$ cat src/rtl/hw_flow_pkg.sv
package hw_flow_pkg;

  typedef struct packed {
    logic ctsRise;   // synchronized CTS went 0 -> 1
    logic ctsLevel;  // synchronized CTS level (1 = stop)
    logic fillHigh;  // fill at or above the upper mark
    logic fillLow;   // fill at or below the lower mark
  } flowStrobe_t;

  function automatic int unsigned hiMark(input logic [1:0] sel);
    case (sel)
      2'd0:    return 8;
      2'd1:    return 16;
      2'd2:    return 24;
      default: return 28;
    endcase
  endfunction

  function automatic int unsigned loMark(input logic [1:0] sel);
    case (sel)
      2'd0:    return 0;
      2'd1:    return 7;
      2'd2:    return 15;
      default: return 23;
    endcase
  endfunction

endpackage

$ cat src/rtl/hw_flow_dp.sv
module hw_flow_dp
  import hw_flow_pkg::*;
#(
  parameter int FILL_W      = 6,
  parameter int SYNC_STAGES = 2
) (
  input  logic              clk,
  input  logic              rstN,
  input  logic              ctsN,
  input  logic [1:0]        trigSel,
  input  logic [FILL_W-1:0] rxFill,
  output flowStrobe_t       strb
);

  localparam int LAST = SYNC_STAGES - 1;

  logic [SYNC_STAGES-1:0] syncChain;
  logic                   ctsPrev;
  logic                   ctsSync;

  // synchronizer chain; first stage takes the raw pin
  genvar g;
  generate
    for (g = 0; g < SYNC_STAGES; g++) begin : g_sync
      always_ff @(posedge clk or negedge rstN) begin
        if (!rstN) syncChain[g] <= 1'b0;
        else if (g == 0) syncChain[g] <= ctsN;
        else syncChain[g] <= syncChain[(g == 0) ? 0 : g-1];
      end
    end
  endgenerate

  assign ctsSync = syncChain[LAST];

  always_ff @(posedge clk or negedge rstN) begin
    if (!rstN) ctsPrev <= 1'b0;
    else       ctsPrev <= ctsSync;
  end

  always_comb begin
    strb.ctsRise  = ctsSync & ~ctsPrev;
    strb.ctsLevel = ctsSync;
    strb.fillHigh = 32'(rxFill) >= hiMark(trigSel);
    strb.fillLow  = 32'(rxFill) <= loMark(trigSel);
  end

endmodule

$ cat src/rtl/hw_flow_ctrl.sv
module hw_flow_ctrl
  import hw_flow_pkg::*;
(
  input  logic        clk,
  input  logic        rstN,
  input  flowStrobe_t strb,
  input  logic        autoRtsEn,
  input  logic        autoCtsEn,
  input  logic        swRtsN,
  input  logic        txIdle,
  input  logic        txStopDone,
  input  logic        ctsIntEn,
  input  logic        ctsIrqAck,
  output logic        rtsN,
  output logic        txAllowed,
  output logic        ctsIrq
);

  logic rtsNext;
  logic atBoundary;
  logic ctsStop;
  logic irqSet;

  always_comb begin
    if (!autoRtsEn)        rtsNext = swRtsN;
    else if (strb.fillHigh) rtsNext = 1'b1;
    else if (strb.fillLow)  rtsNext = 1'b0;
    else                    rtsNext = rtsN;
  end

  assign atBoundary = txIdle | txStopDone;
  assign ctsStop    = autoCtsEn & strb.ctsLevel;
  assign irqSet     = strb.ctsRise & autoCtsEn & ctsIntEn;

  always_ff @(posedge clk or negedge rstN) begin
    if (!rstN) begin
      rtsN      <= 1'b1;
      txAllowed <= 1'b1;
      ctsIrq    <= 1'b0;
    end else begin
      rtsN <= rtsNext;
      if (atBoundary) txAllowed <= ~ctsStop;
      if (irqSet)         ctsIrq <= 1'b1;
      else if (ctsIrqAck) ctsIrq <= 1'b0;
    end
  end

endmodule

$ cat src/rtl/hw_flow_ctl.sv
module hw_flow_ctl
  import hw_flow_pkg::*;
#(
  parameter int FILL_W      = 6,
  parameter int SYNC_STAGES = 2
) (
  input  logic              clk,
  input  logic              rstN,
  input  logic              autoRtsEn,
  input  logic              autoCtsEn,
  input  logic [1:0]        trigSel,
  input  logic [FILL_W-1:0] rxFill,
  input  logic              swRtsN,
  input  logic              ctsN,
  input  logic              txIdle,
  input  logic              txStopDone,
  input  logic              ctsIntEn,
  input  logic              ctsIrqAck,
  output logic              rtsN,
  output logic              txAllowed,
  output logic              ctsIrq
);

  flowStrobe_t strb;

  hw_flow_dp #(.FILL_W(FILL_W), .SYNC_STAGES(SYNC_STAGES)) u_dp (
    .clk(clk), .rstN(rstN), .ctsN(ctsN), .trigSel(trigSel),
    .rxFill(rxFill), .strb(strb)
  );

  hw_flow_ctrl u_ctrl (
    .clk(clk), .rstN(rstN), .strb(strb), .autoRtsEn(autoRtsEn),
    .autoCtsEn(autoCtsEn), .swRtsN(swRtsN), .txIdle(txIdle),
    .txStopDone(txStopDone), .ctsIntEn(ctsIntEn), .ctsIrqAck(ctsIrqAck),
    .rtsN(rtsN), .txAllowed(txAllowed), .ctsIrq(ctsIrq)
  );

endmodule

$ cat config.mk
export PLATFORM = sky130hd
export DESIGN_NAME = hw_flow_ctl
export DESIGN_NICKNAME = d
export VERILOG_FILES = /design/src/rtl/hw_flow_pkg.sv /design/src/rtl/hw_flow_dp.sv /design/src/rtl/hw_flow_ctrl.sv /design/src/rtl/hw_flow_ctl.sv
export SDC_FILE = /design/constraint.sdc
export NUM_CORES = 1
export LEC_CHECK = 0
export CAP_MARGIN = 10
export CELL_PAD_IN_SITES_DETAIL_PLACEMENT = 0
export CELL_PAD_IN_SITES_GLOBAL_PLACEMENT = 1
export CORE_MARGIN = 2
export CORE_UTILIZATION = 26
export CTS_CLUSTER_DIAMETER = 100
export DETAILED_ROUTE_END_ITERATION = 10
export PLACE_DENSITY = 0.83
export SYNTH_ARGS = -nofsm -noshare
export SYNTH_HDL_FRONTEND = slang
export SYNTH_SLANG_ARGS = --single-unit
$ cat constraint.sdc
create_clock -name clk -period 1.2 [get_ports clk]
set_input_delay 0.36 -clock clk [delete_from_list [all_inputs] [get_ports clk]]
set_output_delay 0.36 -clock clk [all_outputs]
set_load 0.02 [all_outputs]
==> impl.org <==
** Status
- Status :: finished with violations
- The checks that failed: negative setup slack.

** Floorplan
- Full die area :: 1910 µm²
- Initial core utilization :: 27.6%
- The die is 43.7 µm wide.
- After floorplanning, the core was divided into 14 placement rows.
- Height of the chip :: 43.7 µm
- The core region is 1490 µm².
- Top-Level Pins :: 21

** Logic synthesis
- Yosys mapped a number of flops with a built-in enable equal to 0.
- Summing the areas of all xor and xnor instances in the mapped netlist gives 0% of the synthesized area.
- After technology mapping, the gate count stands at 44.
- Synthesized area divided by synthesized cell count :: 9.33 µm²
- Synthesis inferred 6 register bits.
- Synth cell count leaders :: 6 x sky130_fd_sc_hd__ha_1, 6 x sky130_fd_sc_hd__nor2_1, 5 x sky130_fd_sc_hd__a21oi_1, 4 x sky130_fd_sc_hd__dfrtp_1
- The synthesized netlist devotes 20.4% of its cell area to compound gates.
- After synthesis, the netlist uses 20 different library cells.
- Synthesized net count :: 68
- Fraction of synthesized cell area taken by the top area cell type :: 24.4%
- Post-synthesis simple-gate area fraction :: 21.3%
- Main combinational cell family by area after synthesis :: simple AND/OR/NAND/NOR gates
- Share of synthesized cell area in full adder, half adder and majority cells :: 18.3%
- The portion of synthesized area spent on multiplexers is 0%.
- Post-Syn Area :: 410 µm²
- The synthesized design spends more area on one cell type than any other, namely sky130_fd_sc_hd__dfrtp_1.
- Proportion of synthesized chip area in sequential cells :: 37.2%
- Warning count from the yosys run :: 0
- Dominant synthesized flop cell :: sky130_fd_sc_hd__dfrtp_1
- Async SR Flop Fraction :: 100%
- Sorting the synthesized cells by area gives the leading types as sky130_fd_sc_hd__dfrtp_1 24%, sky130_fd_sc_hd__ha_1 18%, sky130_fd_sc_hd__dfstp_2 13%.

** Clock network
- Clock tree buffer depth :: 2
- In this run the number of H-tree levels came out at 1.
- Library cell used as clock root buffer :: sky130_fd_sc_hd__clkbuf_4
- Hold-fix buffers, CTS :: 0
- Counting every sink on the clock net gives 6.
- Total CTS buffers :: 3
- TritonCTS clock tree :: done
- Post-CTS setup-driven buffer insertion count :: 0
- Clock-pin slew was measured on the worst setup and hold paths at 0.04 ns.
- Clock network latency to the later pin of the worst-skew pair :: 0.24 ns

** Power and ir drop
- Switching fraction of total power :: 26.0%
- In this run, the combinational gates consume 33.5% of the power.
- Power per standard cell area :: 832 nW/µm²
- The analysis attributes to cell leakage a power of 0.321 nW.
- Of the total power, registers draw 37.2%.
- VDD IR max :: 0.538 mV
- The clock network burns 29.3% of the power.
- Switching power summed over all nets :: 0.000160 W
- The internal portion of the total power is 0.000455 W.

** Routing
- In the routed design, unresolved DRC markers number 0.
- Total wire length after detailed routing :: 997 µm
- Total iterations of the first detailed-routing run :: 2
- Dividing the detail-routed via count by the number of cells gives 4.75.
- Number of DRC markers after the initial detailed-route iteration :: 4
- Summing over every cut layer, the via total after detailed routing is 413.
- Avg WL per Cell :: 11.5 µm
- The detail route stage leaves a number of antenna-violating nets equal to 0.

** Global routing
- Wire length of the first global-routing pass :: 1550 µm
- Largest net degree at the start of global routing :: 7
- Number of global-route vias before repair :: 380
- For this run, the total global-route usage over all layers was measured as 11.4%.
- Remaining Overflow, GRT :: 0
- The number of antenna violations at the first check in global routing came to 0.

** STA
- Worst rel slew slack :: 82.9%
- Final-report setup violation count :: 3
- Actual slew at the worst max-slew pin :: 0.255 ns
- Post-route worst setup slack :: -0.144 ns
- Setup repair after global routing could not meet its margin everywhere.
- Based on the critical path, the design can be clocked at up to 0.744 GHz.
- The worst path uses 112% of the clock period.
- Clock Skews :: 0.00411 ns
- Number of endpoints with negative hold slack in the final report :: 0
- Final critical path time including I/O delays and setup :: 1.34 ns
- Total count of max-transition violations in the final report :: 0

** Cells and area
- After routing the design area is 739 µm².
- Relative to the synthesized area, the layout overhead comes to 80.2%.
- The final layout contains 97 nets.
- Core utilization of the finished layout :: 49.7%
- Fraction of final layout cells with drive strength greater than 1 :: 33.8%
- Antenna cells :: 0

** Critical path
- The worst setup path is launched from an input port.
- The worst setup path is of the in -> reg kind.
- The worst setup path is captured at a register.
- Data on the critical path arrives at its endpoint at 1.51 ns.
- Worst endpoint required time :: 1.36 ns
- Of all nets on the critical path, the largest fanout is 6.

** Placement
- Number of buffer cells added on primary ports :: 20
- Weighted congestion at the end of routability-driven global placement :: 0.745
- DP Area :: 673 µm²
- Prior to clock tree synthesis, the placed netlist has a worst setup slack of -0.921 ns.
- Once detailed placement completed, the half-perimeter wirelength came to 785 µm.

** Job
- Max-cap violations in this run came to 0.

** Worst hold path
- Hold Crit Class :: reg -> reg
## final timing paths
check                                                 start                           end  slack (ns)  depth (start not counted)
worst max-delay path                             trigSel[0]       u_ctrl.rtsN$_DFFE_PN1P_       -0.14                          7
worst min register to register  u_dp.syncChain[0]$_DFF_PN0_        u_dp.ctsSync$_DFF_PN0_        0.34                          0
max in group asynchronous                              rstN  u_ctrl.txAllowed$_DFFE_PN1P_        0.58                          1
min in group asynchronous                              rstN        u_dp.ctsPrev$_DFF_PN0_        0.35                          1
worst min-delay path            u_dp.syncChain[0]$_DFF_PN0_        u_dp.ctsSync$_DFF_PN0_        0.34                          0
worst max register to register      u_ctrl.rtsN$_DFFE_PN1P_       u_ctrl.rtsN$_DFFE_PN1P_        0.22                          2
## metal layers
| layer | vias to the layer above | part of all wire [%] | global-route usage, % |
|---|---|---|---|
| met2 | 7 | 48 | 17.1 |
| met1 | 194 | 48 | 15.5 |
| met5 | - | 0 | 0 |
| met3 | 0 | 3.5 | 3.75 |
| li1 | 212 | - | - |
| met4 | 0 | 0 | 3.64 |
## registers in the layout, summed over array words and instances (netlist names)
signal / cells
u_ctrl.rtsN: 1
u_ctrl.ctsIrq: 1
u_dp.ctsSync: 1
u_dp.ctsPrev: 1
u_dp.syncChain: 1
u_ctrl.txAllowed: 1
## cells by family after synthesis
logic type | after synthesis
DFF | 6
and+or+nand+nor | 16
adders and majority gates | 6
AOI/OAI and AO/OA | 13
buffers and inverters | 3
## area by class of cell
| cell class | instances | area (µm²) |
|---|---|---|
| Multi-Input combinational cell | 35 | 302 |
| Tap cell | 16 | 20.0 |
| Inverter | 3 | 11.3 |
| Timing Repair Buffer | 24 | 231 |
| Sequential cell | 6 | 153 |
| Clock buffer | 3 | 22.5 |
| Fill cell | 140 | 749 |
## critical path, cell delays in order
cell and delay [ns]:
sky130_fd_sc_hd__buf_8 0.11, sky130_fd_sc_hd__and2b_2 0.20, sky130_fd_sc_hd__ha_4 0.21, sky130_fd_sc_hd__nor2b_1 0.12, sky130_fd_sc_hd__a311o_1 0.28, sky130_fd_sc_hd__a21oi_2 0.15
sky130_fd_sc_hd__o32ai_2 0.08
## through the flow
stage               cells  hold slack (ns)  power [W]  TNS (ns)
floorplan              44           0.0644   0.000305    -0.236
global placement       84            0.334   0.000416     -1.49
detailed placement     84            0.336   0.000417     -1.54
CTS                    87            0.345   0.000630    -0.245
global route           87            0.350   0.000660    -0.334
finish                 87            0.342   0.000615    -0.219
## power groups by stage
stage                     clock [W]  combinational (W)  sequential (W)
after floorplan                   0          0.0000636        0.000242
after global placement            0           0.000186        0.000231
after detailed placement          0           0.000187        0.000230
after CTS                  0.000195           0.000206        0.000229
after global routing       0.000201           0.000229        0.000230
final                      0.000181           0.000206        0.000229
## cells in the final DEF (no fill, tap or decap), types with 2 or more instances in the layout
cell type,count
sky130_fd_sc_hd__a21oi_1,3
sky130_fd_sc_hd__a21oi_2,2
sky130_fd_sc_hd__buf_4,4
sky130_fd_sc_hd__buf_6,3
sky130_fd_sc_hd__clkbuf_4,3
sky130_fd_sc_hd__clkdlybuf4s50_1,11
sky130_fd_sc_hd__dfrtp_1,4
sky130_fd_sc_hd__dfstp_2,2
sky130_fd_sc_hd__dlygate4sd2_1,3
sky130_fd_sc_hd__ha_1,3
sky130_fd_sc_hd__ha_4,3
sky130_fd_sc_hd__inv_1,3
sky130_fd_sc_hd__nand2_1,3
sky130_fd_sc_hd__nor2_1,6
sky130_fd_sc_hd__o211ai_1,2
sky130_fd_sc_hd__o21ai_0,2
## repair_timing
action,4_1_cts,5_1_grt
pin swaps,6,0
endpoints found under the setup margin,4,3
resized for setup,41,0
Power figures use the tool's default switching activity.
